[config.mk]
export PLATFORM = sky130hd
export DESIGN_NAME = tw_store_loader
export DESIGN_NICKNAME = d
export VERILOG_FILES = /design/src/rtl/tw_loader_pkg.sv /design/src/rtl/tw_scan_seq.sv /design/src/rtl/tw_select_dec.sv /design/src/rtl/tw_store_bank.sv /design/src/rtl/tw_store_loader.sv
export SDC_FILE = /design/constraint.sdc
export NUM_CORES = 1
export LEC_CHECK = 0
export ABC_AREA = 1
export BUFFER_PORTS_ARGS = -buffer_cell sky130_fd_sc_hd__buf_2
export CAP_MARGIN = 20
export CORE_MARGIN = 4
export CORE_UTILIZATION = 47
export CTS_BUF_LIST = sky130_fd_sc_hd__clkbuf_16
export CTS_CLUSTER_SIZE = 30
export DETAILED_ROUTE_END_ITERATION = 6
export GPL_ROUTABILITY_DRIVEN = 0
export PLACE_DENSITY = 0.75
export SYNTH_ARGS = -nofsm -noshare
export SYNTH_HDL_FRONTEND = slang
export SYNTH_SLANG_ARGS = --single-unit
[constraint.sdc]
create_clock -name clk -period 2.15 [get_ports clk]
set_input_delay 0.1075 -clock clk [delete_from_list [all_inputs] [get_ports clk]]
set_output_delay 0.1075 -clock clk [all_outputs]
set_load 0.01 [all_outputs]
[src/rtl/tw_loader_pkg.sv]
package tw_loader_pkg;

  localparam int NUM_STORES = 3;

  localparam int IX_PRESET = 0;
  localparam int IX_PRESIG = 1;
  localparam int IX_MAIN   = 2;

  typedef enum logic [1:0] {
    TGT_NONE   = 2'b00,
    TGT_MAIN   = 2'b01,
    TGT_PRESIG = 2'b10,
    TGT_PRESET = 2'b11
  } target_e;

endpackage

[src/rtl/tw_scan_seq.sv]
module tw_scan_seq #(
  parameter int DIGITS     = 6,
  parameter int SLOT_TICKS = 4,
  localparam int IDX_W     = (DIGITS > 1) ? $clog2(DIGITS) : 1
) (
  input  logic              clk,
  input  logic              rst_n,
  input  logic              scan_en,
  output logic [DIGITS-1:0] digit_sel,
  output logic [IDX_W-1:0]  dig_idx,
  output logic              strobe
);

  localparam int TICK_W = (SLOT_TICKS > 1) ? $clog2(SLOT_TICKS) : 1;
  localparam logic [TICK_W-1:0] MID_T  = TICK_W'(SLOT_TICKS / 2);
  localparam logic [TICK_W-1:0] LAST_T = TICK_W'(SLOT_TICKS - 1);
  localparam logic [IDX_W-1:0]  LAST_D = IDX_W'(DIGITS - 1);

  logic [TICK_W-1:0] tick_q, tick_d;
  logic [IDX_W-1:0]  idx_q, idx_d;
  logic              slot_end;

  assign slot_end = scan_en && (tick_q == LAST_T);
  assign strobe   = scan_en && (tick_q == MID_T);

  always_comb begin
    tick_d = tick_q;
    idx_d  = idx_q;
    if (scan_en) begin
      if (tick_q == LAST_T) begin
        tick_d = '0;
      end else begin
        tick_d = tick_q + TICK_W'(1);
      end
    end
    if (slot_end) begin
      if (idx_q == LAST_D) begin
        idx_d = '0;
      end else begin
        idx_d = idx_q + IDX_W'(1);
      end
    end
  end

  always_ff @(posedge clk or negedge rst_n) begin
    if (!rst_n) begin
      tick_q <= '0;
      idx_q  <= '0;
    end else begin
      tick_q <= tick_d;
      idx_q  <= idx_d;
    end
  end

  assign dig_idx = idx_q;

  // slot 0 is the most significant digit, driven on the top bit
  for (genvar g = 0; g < DIGITS; g++) begin : g_sel
    assign digit_sel[DIGITS-1-g] = (idx_q == IDX_W'(g));
  end

  AST_DIGIT_ONEHOT: assert property (@(posedge clk) disable iff (!rst_n)
    $countones(digit_sel) == 1);

  AST_DIGIT_HOLD_IDLE: assert property (@(posedge clk) disable iff (!rst_n)
    !scan_en |=> $stable(digit_sel));

  AST_DIGIT_STEP_DOWN: assert property (@(posedge clk) disable iff (!rst_n)
    !$stable(digit_sel) |-> ((digit_sel == ($past(digit_sel) >> 1)) ||
                             (($past(digit_sel) == DIGITS'(1)) &&
                              digit_sel[DIGITS-1])));

endmodule

[src/rtl/tw_select_dec.sv]
module tw_select_dec
  import tw_loader_pkg::*;
(
  input  logic                  strobe,
  input  logic [1:0]            code,
  output logic [NUM_STORES-1:0] we
);

  always_comb begin
    we = '0;
    if (strobe) begin
      unique case (target_e'(code))
        TGT_PRESET: we[IX_PRESET] = 1'b1;
        TGT_PRESIG: we[IX_PRESIG] = 1'b1;
        TGT_MAIN:   we[IX_MAIN]   = 1'b1;
        default:    we = '0;
      endcase
    end
  end

endmodule

[src/rtl/tw_store_bank.sv]
module tw_store_bank #(
  parameter int DIGITS  = 6,
  parameter int DIGIT_W = 4,
  localparam int IDX_W  = (DIGITS > 1) ? $clog2(DIGITS) : 1,
  localparam int STORE_W = DIGITS * DIGIT_W
) (
  input  logic               clk,
  input  logic               rst_n,
  input  logic               we,
  input  logic [IDX_W-1:0]   dig_idx,
  input  logic [DIGIT_W-1:0] data,
  output logic [STORE_W-1:0] store
);

  for (genvar g = 0; g < DIGITS; g++) begin : g_dig
    logic [DIGIT_W-1:0] dq, dd;
    logic               hit;

    assign hit = we && (dig_idx == IDX_W'(g));

    always_comb begin
      dd = dq;
      if (hit) begin
        dd = data;
      end
    end

    always_ff @(posedge clk or negedge rst_n) begin
      if (!rst_n) begin
        dq <= '0;
      end else begin
        dq <= dd;
      end
    end

    assign store[(DIGITS-1-g)*DIGIT_W +: DIGIT_W] = dq;

    AST_DIGIT_LANDS: assert property (@(posedge clk) disable iff (!rst_n)
      (we && (dig_idx == IDX_W'(g))) |=>
        (store[(DIGITS-1-g)*DIGIT_W +: DIGIT_W] == $past(data)));
  end

  AST_STORE_QUIET: assert property (@(posedge clk) disable iff (!rst_n)
    !we |=> $stable(store));

endmodule

[src/rtl/tw_store_loader.sv]
module tw_store_loader
  import tw_loader_pkg::*;
#(
  parameter int DIGITS     = 6,
  parameter int DIGIT_W    = 4,
  parameter int SLOT_TICKS = 4,
  localparam int STORE_W   = DIGITS * DIGIT_W,
  localparam int IDX_W     = (DIGITS > 1) ? $clog2(DIGITS) : 1
) (
  input  logic               clk,
  input  logic               rst_n,
  input  logic               scan_en,
  input  logic [DIGIT_W-1:0] bcd_in,
  input  logic               sel_a,
  input  logic               sel_b,
  output logic [DIGITS-1:0]  digit_sel,
  output logic [STORE_W-1:0] preset_store,
  output logic [STORE_W-1:0] presig_store,
  output logic [STORE_W-1:0] main_store
);

  logic [1:0]            rst_sync_q;
  logic                  rst_int_n;
  logic [IDX_W-1:0]      dig_idx;
  logic                  strobe;
  logic [1:0]            code;
  logic [NUM_STORES-1:0] we;
  logic [STORE_W-1:0]    bank_q [NUM_STORES];

  always_ff @(posedge clk or negedge rst_n) begin
    if (!rst_n) begin
      rst_sync_q <= 2'b00;
    end else begin
      rst_sync_q <= {rst_sync_q[0], 1'b1};
    end
  end

  assign rst_int_n = rst_sync_q[1];
  assign code      = {sel_a, sel_b};

  tw_scan_seq #(
    .DIGITS     (DIGITS),
    .SLOT_TICKS (SLOT_TICKS)
  ) i_seq (
    .clk       (clk),
    .rst_n     (rst_int_n),
    .scan_en   (scan_en),
    .digit_sel (digit_sel),
    .dig_idx   (dig_idx),
    .strobe    (strobe)
  );

  tw_select_dec i_dec (
    .strobe (strobe),
    .code   (code),
    .we     (we)
  );

  for (genvar s = 0; s < NUM_STORES; s++) begin : g_bank
    tw_store_bank #(
      .DIGITS  (DIGITS),
      .DIGIT_W (DIGIT_W)
    ) i_bank (
      .clk     (clk),
      .rst_n   (rst_int_n),
      .we      (we[s]),
      .dig_idx (dig_idx),
      .data    (bcd_in),
      .store   (bank_q[s])
    );
  end

  assign preset_store = bank_q[IX_PRESET];
  assign presig_store = bank_q[IX_PRESIG];
  assign main_store   = bank_q[IX_MAIN];

  AST_IDLE_CODE_NO_WRITE: assert property (@(posedge clk) disable iff (!rst_int_n)
    (code == 2'b00) |=> ($stable(preset_store) && $stable(presig_store) &&
                         $stable(main_store)));

  AST_NO_ENABLE_NO_WRITE: assert property (@(posedge clk) disable iff (!rst_int_n)
    !scan_en |=> ($stable(preset_store) && $stable(presig_store) &&
                  $stable(main_store)));

endmodule

==> flow_summary.toml <==
[run_status]
outcome = "finished clean"

[worst_setup_path]
crit_required_ps = 2040
arrival_ps = 1690
path_cells = "nand2_1 > inv_1 > ha_1 > buf_2"
worstPathMaxFanout = 16
ff2ff_setup_slack_ps = 510
crit_type = "register to output pin"
end_kind = "output pin"
setup.worst_path.start_class = "register"
slowest_stage = "ha_1"
slowest_delay_ps = 530

[grt]
antenna_found_initial = 0
grt_use_total = 0.200
grt_first_pass_wirelength_um = 13400
grt_pass1_vias = 2731
overflow = 0
grt_max_degree = 44

[synthesis]
synth-edff-count = 0
synth_area_leaders = "dfrtp_1 (60%), nand2_1 (20%), nand3_1 (11%), buf_4 (1.6%), ha_1 (1.1%)"
synth_cells = 376
synth_area_sq_um = 3300
synth_top_area_cell = "dfrtp_1"
ys_types = 19
synth.most_common_cell = "nand2_1"
async_flop_share = 1.00
netlist_top_cells_count = "nand2_1 (172), dfrtp_1 (79), nand3_1 (72), clkbuf_1 (9), buf_4 (7)"
yosysTopAreaCellShare = 0.600
yosysWarningCount = 0
syn_nets = 388
synth_top_flop_cell = "dfrtp_1"
syn_avg_cell_area_sq_um = 8.77
synth.yosys.seq_area_share = 0.600
synth-seq-cells = 79

[cells_and_area]
area_growth_pct = 23.6
n_antenna_cell = 0
nNetsFinal = 468
drive_gt1_frac = 0.252
final_util = 0.600

[placed_design]
io_buffers = 86
post-place-ws_ps = 551
hpwl_um = 5330

[sta]
slew_headroom = 0.578
rsz0062_at_grt = "false"
slew_violations = 0
finalCritPeriodShare = 0.838
setup_slack_ps = 349
setup_violations = 0
fin_tns_setup_ps = 0
period_minus_slack_ps = 1800
fin_skew_ps = 7.44
hold_viol = 0
worst_pin_slew_ps = 633
max_freq_mhz = 555
timing.hold.ws_ps = 22.7

[worst_hold_path]
hold_path.class = "primary input to register"

[clock_network]
h-tree-depth = 3
cts_sinks = 79
cts_hold_buf = 1
cts_tree = "built"
clockRootBuffer = "clkbuf_16"
cts_inserted_buffers = 9
clockBufferDepth = 2
cts.reportedPaths.clkPinSlew_ps = 60
clock_latency_ps = 330
postCtsSetupBuffers = 0
cts_resized = 0

[route]
vias = 2775
drc = 0
antenna_left = 0
viasPerCell = 4.98
routed_wl_um = 8020
wl_per_cell_um = 14.4
drtIter0Drc = 165
firstDrtPassIters = 5

[pwr]
pwr-share-comb = 0.334
switching_share = 0.372
p_seq_frac = 0.416
p_per_area_nw_per_um2 = 1450
switchingPower_mw = 2.19
internal_power_mw = 3.70
leakage_nw = 2.39
ir_drop_uv = 581
p_clk_frac = 0.250
power.total_mw = 5.89

[floorplanning]
die_w_um = 91.8
num_io_pins = 87
die_height_um = 91.8
design.die.area_sq_um = 8420
num_rows = 30
initial_core_util = 0.485
coreArea_sq_um = 6790

[run]
drv_cap = 0
## worst max-delay path: cells and delay by family (launching register included)
family                   cells  cell delay (ps)
AND/OR/NAND/NOR              1               70
flip-flops                   1              450
buffers and inverters        2              310
adder cells (fa/ha/maj)      1              530
## layer usage
| metal | part of all wire | routed length, um | global-route usage |
|---|---|---|---|
| met1 | 0.43 | 3420 | 0.255 |
| met2 | 0.48 | 3840 | 0.332 |
| met3 | 0.087 | 696 | 0.0558 |
| met4 | 0.0082 | 66 | 0.0631 |
| met5 | 0 | 0 | 0 |
## sequential cells by signal, summed over array words and instances, names as in the netlist
| name | flops |
|---|---|
| rst_sync_q | 2 |
| i_seq.tick_q | 2 |
| i_seq.dig_idx | 3 |
| g_bank.i_bank.g_dig.dq | 72 |
## cells in the final DEF (no fill, tap or decap)
| cell | Yosys | routed |
|---|---|---|
| inv_2 | 1 | 1 |
| dlygate4sd3_1 | 0 | 1 |
| nor2_4 | 2 | 2 |
| nor2_2 | 6 | 6 |
| clkbuf_16 | 0 | 9 |
| nor2_1 | 2 | 2 |
| o21ai_0 | 4 | 4 |
| inv_4 | 1 | 1 |
| nand2_2 | 1 | 1 |
| inv_1 | 6 | 8 |
| nand2_1 | 172 | 172 |
| ha_1 | 3 | 3 |
| dfrtp_4 | 0 | 1 |
| clkinv_1 | 0 | 1 |
| buf_12 | 0 | 1 |
| inv_6 | 0 | 1 |
| xor2_1 | 1 | 1 |
| dfrtp_1 | 79 | 78 |
| a21oi_1 | 2 | 2 |
| buf_2 | 6 | 86 |
| buf_4 | 7 | 4 |
| nand3_1 | 72 | 72 |
| conb_1 | 1 | 1 |
| bufinv_16 | 0 | 1 |
| clkinvlp_4 | 0 | 2 |
## per-stage QoR
stage | std cells | area, sq um
after global routing | 557 | 4070
after floorplan | 376 | 3300
after global placement | 540 | 3770
after CTS | 557 | 4070
final | 557 | 4070
after detailed placement | 540 | 3770
## cell families after synthesis
family                   after synthesis  share of synthesized area
AND/OR/NAND/NOR                      255                      0.328
flip-flops                            79                      0.600
buffers and inverters                 31                     0.0486
AO/OA/AOI/OAI                          6                    0.00911
adder cells (fa/ha/maj)                3                     0.0114
XOR/XNOR                               1                    0.00266
other                                  1                    0.00114
## layout make-up
cell class / count / area, sq um
sequential: 79 / 1980
multi-input combinational: 266 / 1160
timing repair buffer: 92 / 490
tap: 96 / 120
fill: 598 / 2720
clock inverter: 7 / 65.1
inverter: 8 / 32.5
clock buffer: 9 / 225
## worst paths after layout
path	from	end	cells past startpoint
worst min-delay path	scan_en	i_seq.tick_q[1]	2
worst max register to register	i_seq.dig_idx[1]	g_bank[1].i_bank.g_dig[4].dq[0]	6
worst min register to register	rst_sync_q[1]	g_bank[0].i_bank.g_dig[3].dq[0]	0
worst max-delay path	i_seq.dig_idx[0]	digit_sel[2]	4
max in group asynchronous	rst_sync_q[1]	i_seq.dig_idx[1]	1
min in group asynchronous	rst_n	rst_sync_q[0]	2
## power by group through the flow
stage / clock network, mW / registers (mW) / logic (mW)
after floorplan: 0 / 2.71 / 0.893
after global placement: 0 / 2.46 / 1.92
after detailed placement: 0 / 2.47 / 1.98
after CTS: 1.49 / 2.45 / 2.00
after global routing: 1.56 / 2.52 / 2.21
final: 1.47 / 2.45 / 1.97
No activity file was read; power rests on OpenSTA's default activity.
